[src/rtl/rs485_dir_pkg.sv]
package rs485_dir_pkg;
  typedef enum logic [1:0] {ST_IDLE, ST_SEND, ST_HOLD} dirState_t;

  // Strobes from control to datapath
  typedef struct packed {
    logic holdStart;  // clear bit timer, start hold window
    logic holdRun;    // advance bit timer this cycle
    logic applyOk;    // transmitter idle: mode writes may land
  } dirStrobe_t;
endpackage

[src/rtl/rs485_dir_dp.sv]
module rs485_dir_dp #(
  parameter int DIV_W     = 16,
  parameter int ADDR_W    = 6,
  parameter int DATA_W    = 8,
  parameter int MODE_ADDR = 32,
  parameter int EN_BIT    = 4,
  parameter int POL_BIT   = 3,
  parameter int HOLD_BITS = 3
) (
  input  logic                       clk,
  input  logic                       rstN,
  input  rs485_dir_pkg::dirStrobe_t  strobe,
  input  logic                       regWrEn,
  input  logic [ADDR_W-1:0]          regAddr,
  input  logic [DATA_W-1:0]          regWrData,
  input  logic [DIV_W-1:0]           divisor,
  input  logic                       overSample13,
  output logic [DATA_W-1:0]          modeReg,
  output logic                       modeEn,
  output logic                       modePol,
  output logic                       divZero,
  output logic                       holdDone
);
  localparam int PER_W  = DIV_W + 5;
  localparam int BCNT_W = $clog2(HOLD_BITS + 1);
  localparam logic [DATA_W-1:0] MODE_MASK =
    DATA_W'((1 << EN_BIT) | (1 << POL_BIT));

  logic [PER_W-1:0]  period;
  logic [PER_W-1:0]  periodM1;
  logic [PER_W-1:0]  prescale;
  logic [BCNT_W-1:0] bitCnt;
  logic              tick;
  logic [DATA_W-1:0] pendReg;
  logic              pendValid;
  logic              modeHit;

  assign period   = overSample13 ? PER_W'(divisor) * PER_W'(13)
                                 : PER_W'(divisor) * PER_W'(16);
  assign periodM1 = period - PER_W'(1);
  assign divZero  = (divisor == '0);
  assign tick     = strobe.holdRun && (prescale == periodM1);
  assign holdDone = divZero || (tick && (bitCnt == BCNT_W'(HOLD_BITS - 1)));

  always_ff @(posedge clk or negedge rstN) begin
    if (!rstN) begin
      prescale <= '0;
      bitCnt   <= '0;
    end else if (strobe.holdStart) begin
      prescale <= '0;
      bitCnt   <= '0;
    end else if (strobe.holdRun) begin
      if (tick) begin
        prescale <= '0;
        bitCnt   <= bitCnt + BCNT_W'(1);
      end else begin
        prescale <= prescale + PER_W'(1);
      end
    end
  end

  assign modeHit = regWrEn && (regAddr == ADDR_W'(MODE_ADDR));

  always_ff @(posedge clk or negedge rstN) begin
    if (!rstN) begin
      modeReg   <= '0;
      pendReg   <= '0;
      pendValid <= 1'b0;
    end else if (modeHit) begin
      if (strobe.applyOk) begin
        modeReg   <= regWrData & MODE_MASK;
        pendValid <= 1'b0;
      end else begin
        pendReg   <= regWrData & MODE_MASK;
        pendValid <= 1'b1;
      end
    end else if (strobe.applyOk && pendValid) begin
      modeReg   <= pendReg;
      pendValid <= 1'b0;
    end
  end

  assign modeEn  = modeReg[EN_BIT];
  assign modePol = modeReg[POL_BIT];
endmodule

[src/rtl/rs485_dir_ctrl.sv]
module rs485_dir_ctrl (
  input  logic                       clk,
  input  logic                       rstN,
  input  logic                       txBusy,
  input  logic                       modeEn,
  input  logic                       divZero,
  input  logic                       holdDone,
  output rs485_dir_pkg::dirStrobe_t  strobe,
  output logic                       dirActive
);
  import rs485_dir_pkg::*;

  dirState_t state, stateNxt;

  always_comb begin
    stateNxt         = state;
    strobe.holdStart = 1'b0;
    strobe.holdRun   = 1'b0;
    strobe.applyOk   = (state == ST_IDLE) && !txBusy;
    unique case (state)
      ST_IDLE: if (txBusy && modeEn) stateNxt = ST_SEND;
      ST_SEND: begin
        if (!txBusy) begin
          if (divZero) stateNxt = ST_IDLE;
          else begin
            stateNxt         = ST_HOLD;
            strobe.holdStart = 1'b1;
          end
        end
      end
      ST_HOLD: begin
        if (txBusy) stateNxt = ST_SEND;
        else begin
          strobe.holdRun = 1'b1;
          if (holdDone) stateNxt = ST_IDLE;
        end
      end
      default: stateNxt = ST_IDLE;
    endcase
  end

  always_ff @(posedge clk or negedge rstN) begin
    if (!rstN) state <= ST_IDLE;
    else       state <= stateNxt;
  end

  assign dirActive = (state != ST_IDLE);
endmodule

[src/rtl/rs485_dir_top.sv]
module rs485_dir_top #(
  parameter int DIV_W     = 16,
  parameter int ADDR_W    = 6,
  parameter int DATA_W    = 8,
  parameter int MODE_ADDR = 32,
  parameter int EN_BIT    = 4,
  parameter int POL_BIT   = 3,
  parameter int HOLD_BITS = 3
) (
  input  logic              clk,
  input  logic              rstN,
  input  logic              regWrEn,
  input  logic [ADDR_W-1:0] regAddr,
  input  logic [DATA_W-1:0] regWrData,
  output logic [DATA_W-1:0] modeRdData,
  input  logic [DIV_W-1:0]  divisor,
  input  logic              overSample13,
  input  logic              txFifoEmpty,
  input  logic              txShiftEmpty,
  input  logic              modemRts,
  output logic              rtsOut
);
  rs485_dir_pkg::dirStrobe_t strobe;
  logic txBusy, modeEn, modePol, divZero, holdDone, dirActive;

  assign txBusy = !txFifoEmpty || !txShiftEmpty;

  rs485_dir_ctrl u_ctrl (
    .clk(clk), .rstN(rstN), .txBusy(txBusy), .modeEn(modeEn),
    .divZero(divZero), .holdDone(holdDone), .strobe(strobe),
    .dirActive(dirActive)
  );

  rs485_dir_dp #(
    .DIV_W(DIV_W), .ADDR_W(ADDR_W), .DATA_W(DATA_W), .MODE_ADDR(MODE_ADDR),
    .EN_BIT(EN_BIT), .POL_BIT(POL_BIT), .HOLD_BITS(HOLD_BITS)
  ) u_dp (
    .clk(clk), .rstN(rstN), .strobe(strobe), .regWrEn(regWrEn),
    .regAddr(regAddr), .regWrData(regWrData), .divisor(divisor),
    .overSample13(overSample13), .modeReg(modeRdData), .modeEn(modeEn),
    .modePol(modePol), .divZero(divZero), .holdDone(holdDone)
  );

  assign rtsOut = modeEn ? (dirActive ? modePol : !modePol) : modemRts;
endmodule

[config.mk]
export PLATFORM = sky130hd
export DESIGN_NAME = rs485_dir_top
export DESIGN_NICKNAME = d
export VERILOG_FILES = /design/src/rtl/rs485_dir_pkg.sv /design/src/rtl/rs485_dir_dp.sv /design/src/rtl/rs485_dir_ctrl.sv /design/src/rtl/rs485_dir_top.sv
export SDC_FILE = /design/constraint.sdc
export NUM_CORES = 1
export LEC_CHECK = 0
export ABC_CLOCK_PERIOD_IN_PS = 2250
export BUFFER_PORTS_ARGS = -buffer_cell sky130_fd_sc_hd__buf_2
export CORE_MARGIN = 3
export CORE_UTILIZATION = 55
export DETAILED_ROUTE_END_ITERATION = 7
export GPL_ROUTABILITY_DRIVEN = 1
export HOLD_SLACK_MARGIN = 0.06
export PLACE_DENSITY_LB_ADDON = 0.1
export SLEW_MARGIN = 20
export SYNTH_ARGS = -nofsm -noshare
export SYNTH_HDL_FRONTEND = slang
export SYNTH_SLANG_ARGS = --single-unit
[constraint.sdc]
create_clock -name clk -period 2.25 [get_ports clk]
set_input_delay 0.45 -clock clk [delete_from_list [all_inputs] [get_ports clk]]
set_output_delay 0.45 -clock clk [all_outputs]
set_load 0.03 [all_outputs]
==> After elaboration in Yosys (flattened, before gate mapping) <==
Index checks and enable logic that the tools add are counted.
{ "totals": {"elab_cells": 68, "in_bits": 37, "ff_bits": 36} }
{ "classes": {"mul": 1, "n_eq_ne": 9, "add_sub_neg": 3, "reduce_logical": 22, "bitwise": 1, "n_mux": 26} }
{ "op_table": {"columns": ["op", "count"], "rows": [
  ["21-bit 2-to-1 mux", 3],
  ["8-bit 2-to-1 mux", 3],
  ["21-bit by 1-bit adder with 21-bit output, second input constant", 1],
  ["21-bit == test", 1],
  ["21-bit by 1-bit subtractor with 21-bit output, second input constant", 1],
  ["16-bit by 4-bit multiplier with 20-bit output, second input constant", 1],
  ["20-bit 2-to-1 mux", 1],
  ["16-bit zero test", 1],
  ["2-bit 2-to-1 mux", 8],
  ["1-bit 2-to-1 mux", 10],
  ["2-bit nonzero test", 4],
  ["6-bit == test, second input constant", 1],
  ["1-bit logical AND", 6],
  ["2-bit one-hot mux with 3 select lines", 1],
  ["2-bit AND reduction", 3],
  ["2-bit == test, second input constant", 2],
  ["1-bit zero test", 4],
  ["2-bit inequality test, second input constant", 2],
  ["3-bit by 2-bit inequality test with 1-bit output, second input constant", 1],
  ["3-bit AND reduction", 1],
  ["2-bit by 1-bit adder with 2-bit output, second input constant", 1],
  ["2-bit by 1-bit == test with 1-bit output, second input constant", 1],
  ["2-bit zero test", 1],
  ["1-bit logical OR", 2],
  ["other kinds (2)", 2]
]} }

==> Logic depth before layout (Yosys ltp) <==
{ "logic_depth": {"ltp_word": 10, "mapped_depth": 18} }

==> Cells and area by module <==
From an unflattened synthesis, not the netlist that was laid out.
{ "hier_totals": {"cells_unflattened": 503, "area_unflattened_um2": 4224.1} }
{ "modules_own_cells": {"columns": ["module", "instances", "cells_per_inst", "area_per_inst_um2"], "rows": [
  ["rs485_dir_dp", 1, 489, 4083.9],
  ["rs485_dir_ctrl", 1, 11, 112.6],
  ["rs485_dir_top", 1, 3, 27.5]
]} }

==> Worst setup path after synthesis <==
No wires, ideal clock.
{ "synth_path": {"path_type": "input to register", "from": "input divisor[10]", "to": "register u_dp.prescale[19]", "stages": 17, "path_buffers": 2, "slack_ns": -2.320, "arrival_ns": 4.450, "t_required_ns": 2.131, "path_cell_list": "inv_1 > ha_1 > fa_1 > ha_1 > buf_6 > and3_4 > a31o_1 > a41o_1 > or4_4 > a31oi_4 > nand4b_4 > o31a_1 > nor4_2 > o2111ai_2 > o21ai_4 > buf_12 > nor2_2"} }
{ "synth_between": {"elab_chain_cells": 8, "elab_cells_between_ends": 13} }
{ "synth_rtl": {"columns": ["element", "line", "text"], "rows": [
  ["from (decl)", "rs485_dir_top.sv:16", "input logic [DIV_W-1:0] divisor,"],
  ["16-bit by 4-bit multiplier with 20-bit output", "rs485_dir_dp.sv:38", "assign period = overSample13 ? PER_W'(divisor) * PER_W'(13)"],
  ["20-bit 2-to-1 mux", "rs485_dir_dp.sv:38", null],
  ["21-bit by 1-bit subtractor with 21-bit output", "rs485_dir_dp.sv:40", "assign periodM1 = period - PER_W'(1);"],
  ["21-bit == test", "rs485_dir_dp.sv:42", "assign tick = strobe.holdRun && (prescale == periodM1);"],
  ["1-bit logical AND", "rs485_dir_dp.sv:42", null],
  ["21-bit 2-to-1 mux", "rs485_dir_dp.sv:53", "if (tick) begin"],
  ["21-bit 2-to-1 mux", "rs485_dir_dp.sv:52", "end else if (strobe.holdRun) begin"],
  ["21-bit 2-to-1 mux", "rs485_dir_dp.sv:49", "end else if (strobe.holdStart) begin"],
  ["to (signal assigned)", "rs485_dir_dp.sv:57", "prescale <= prescale + PER_W'(1);"],
  ["to (decl)", "rs485_dir_dp.sv:31", "logic [PER_W-1:0] prescale;"]
]} }
Several ways; a longest one is shown, not always the timed one. The select of a mux whose other input is x is not followed.
A chain may end at the register's enable or synchronous reset.

==> Worst setup path in the final report <==
{ "layout_path": {"from": "input divisor[1]", "to": "register u_dp.prescale[9]"} }
The elaborated chain is that of the path after synthesis.

==> run metrics <==
width of the die=94.2 um; Netlist cell types=85; prevailing post-synth register cell=dfrtp_1; Inserted Clock Buffers=5; clk slew on worst S/H paths=approximately 70 ps; Seq/Total Area, Yosys=0.175; fraction of registers with async set/reset=1.00; # DRC=0; post-synth top area share=0.175; Leakage=slightly below 3 nW; number of global-route vias before repair=around 4800; grt total ovfl=0; critical path required time=between 2000 and 2500 ps; first-pass GRT wire length=22400 um; Hold Fails Final Rpt=0; Mapped Cells=about 500; Clock Path Buffers=2; average footprint of a synthesized cell=approximately 8.5 sq um; max-cap viol count=0; Worst-Skew Late Latency=290 ps; violated checks=setup timing; Post-Syn Area=~0.0043 sq mm; total track usage=0.318; WL/cell=between 20 and 25 um; CTS Hold Buffers Added=0; fin util=0.882; setup slack at placement=-2490 ps; H-tree Lvls=2; worst setup slack after layout=-2320 ps; CORE AREA=~0.0074 sq mm; via count=a little over 5000; dpl cells=approximately 750; cell with the most instances after synthesis=nor2_1; ANT cells=0; die area=0.00888 sq mm; register bit total from synthesis=30; CP Capture Type=flop; EDFF count, synth=0; Clock Skew=slightly above 7 ps; final hold slack=188 ps; Slew Limit Fails=0; relative slew slack=0.558; largest net degree at the start of global routing=31; CTS Root Cell=clkbuf_8; fin cells=782; area delta synth->final=52.5%; largest cells by area after synthesis=dfrtp_1 18%, ha_1 14%, fa_1 6.1%; # clock sinks=30; site row count=31; Synth area leader=dfrtp_1; Detailed Place HPWL=9540 um; top post-synthesis cells by count=48 x nor2_1, 47 x ha_1, 38 x nand2_1; Initial Util=0.578; Final setup viols=24; antenna viol nets, final=0; Tcrit/Tclk final=2.03; crit path launch type=primary input; Avg Vias per Cell=6.44; Slew @ Worst Pin=between 600 and 700 ps; initial antenna violation count=0; RePlAce Congestion=0.907; final WL=around 17000 um; fin crit period=about 4600 ps; Max IR drop VDD=around 0.33 mV; number of DRC markers in iteration 0=about 440; layout cells sized above 1=0.489; Max FO, Critical Path=8; Yosys warnings=0; router iterations before antenna repair=6; number of port buffers=33; WS Path Type=in -> reg; cell area power density=622 mW/mm^2; CTS tree=done; fmax=between 0.2 and 0.25 GHz; worst path arrival time=4740 ps; Final nets=780; total power=0.00406 W; Boundary Pins=46; Die Y=94.2 um; outcome=complete, but fails checks; type of the tightest min-delay check=in -> async; RSZ-0062 raised after global routing=yes
[registers in the layout, indices dropped and copies added (netlist names)]
| name | count |
|---|---|
| u_dp.modeReg | 2 |
| u_dp.pendValid | 1 |
| u_dp.bitCnt | 2 |
| u_dp.pendReg | 2 |
| u_ctrl.state | 2 |
| u_dp.prescale | 21 |
[logic make-up (layout without fill, tap and decap cells)]
kind of cell / after synthesis / in the layout / share of synthesized area
buffers and inverters: 50 / 227 / 0.0701
XOR/XNOR: 51 / 51 / 0.108
adder cells (fa/ha/maj): 60 / 60 / 0.198
AO/OA/AOI/OAI: 110 / 110 / 0.195
flip-flops: 30 / 30 / 0.175
AND/OR/NAND/NOR: 194 / 194 / 0.241
multiplexers: 5 / 5 / 0.0123
other: 1 / 6 / 0.000876
[power by group]
| part | switching [W] | total (W) | internal [W] |
|---|---|---|---|
| registers | 0.0000538 | 0.000641 | 0.000587 |
| clock network | 0.000212 | 0.000419 | 0.000207 |
| logic | 0.00159 | 0.00301 | 0.00142 |
| total | 0.00185 | 0.00406 | 0.00221 |
[placed cells by master, fill, tap and decap left out, types with 10 or more instances in the layout]
| cell | instances |
|---|---|
| ha_4 | 23 |
| nor2_2 | 15 |
| a21oi_1 | 14 |
| buf_4 | 156 |
| nand2_1 | 38 |
| ha_1 | 22 |
| nand4_1 | 16 |
| buf_6 | 14 |
| dfrtp_1 | 30 |
| xnor2_1 | 26 |
| buf_2 | 22 |
| nor2_1 | 38 |
| xor2_1 | 22 |
| nand3_1 | 17 |
| inv_1 | 10 |
[through the flow]
stage / TNS (ps) / cell area (sq um)
floorplan: -51090 / 4380
global route: -57270 / 6530
finish: -54930 / 6530
CTS: -43140 / 6260
global placement: -56260 / 5520
detailed placement: -58910 / 5520
[critical path, cell delays in order]
cell	delay, ps
buf_8	110
ha_4	230
fa_2	550
inv_2	40
fa_2	420
buf_6	140
nor2b_4	150
o2111a_1	290
nor3_2	110
o31ai_2	430
xor2_1	170
xnor2_1	320
nand4_1	250
nor4_4	320
o2111ai_4	240
o21ai_4	290
buf_8	190
nor2_2	50
[metal layers]
layer | part of all wire | vias up | routed length [um] | global-route usage
met5 | 0 | - | 0 | 0
met4 | 0.078 | 0 | 1310 | 0.128
met3 | 0.086 | 127 | 1440 | 0.0345
met2 | 0.49 | 357 | 8230 | 0.584
met1 | 0.34 | 2369 | 5770 | 0.375
li1 | - | 2181 | - | -
[final timing paths]
path                       cells past startpoint                   startpoint                             to  slack (ps)
min in group clk                               2                 regWrData[3]    u_dp.pendReg[3]$_DFFE_PN0P_         420
min                                            1                         rstN   u_dp.prescale[3]$_DFFE_PN0P_         190
min reg2reg                                    1  u_dp.pendReg[3]$_DFFE_PN0P_    u_dp.pendReg[3]$_DFFE_PN0P_         520
max in group asynchronous                      1                         rstN  u_dp.prescale[18]$_DFFE_PN0P_        1630
max                                           18                   divisor[1]   u_dp.prescale[9]$_DFFE_PN0P_       -2320
max reg2reg                                   10  u_ctrl.state[0]$_DFFE_PN0P_   u_dp.prescale[9]$_DFFE_PN0P_        -490
[layout make-up]
| type | instances | area, sq um |
|---|---|---|
| timing repair buffer | 196 | 1500 |
| clock buffer | 5 | 68.8 |
| tap | 99 | 124 |
| multi-input combinational | 426 | 3960 |
| sequential | 30 | 751 |
| inverter | 24 | 113 |
| fill | 334 | 877 |
| clock inverter | 2 | 10.0 |
[repair_timing]
action                                  CTS  global route
gates resized for setup                 105            46
pin swaps                                56            40
cloned                                    1             0
endpoints found under the setup margin   24            24
buffers inserted                         14             8
No activity file was read; power rests on OpenSTA's default activity.
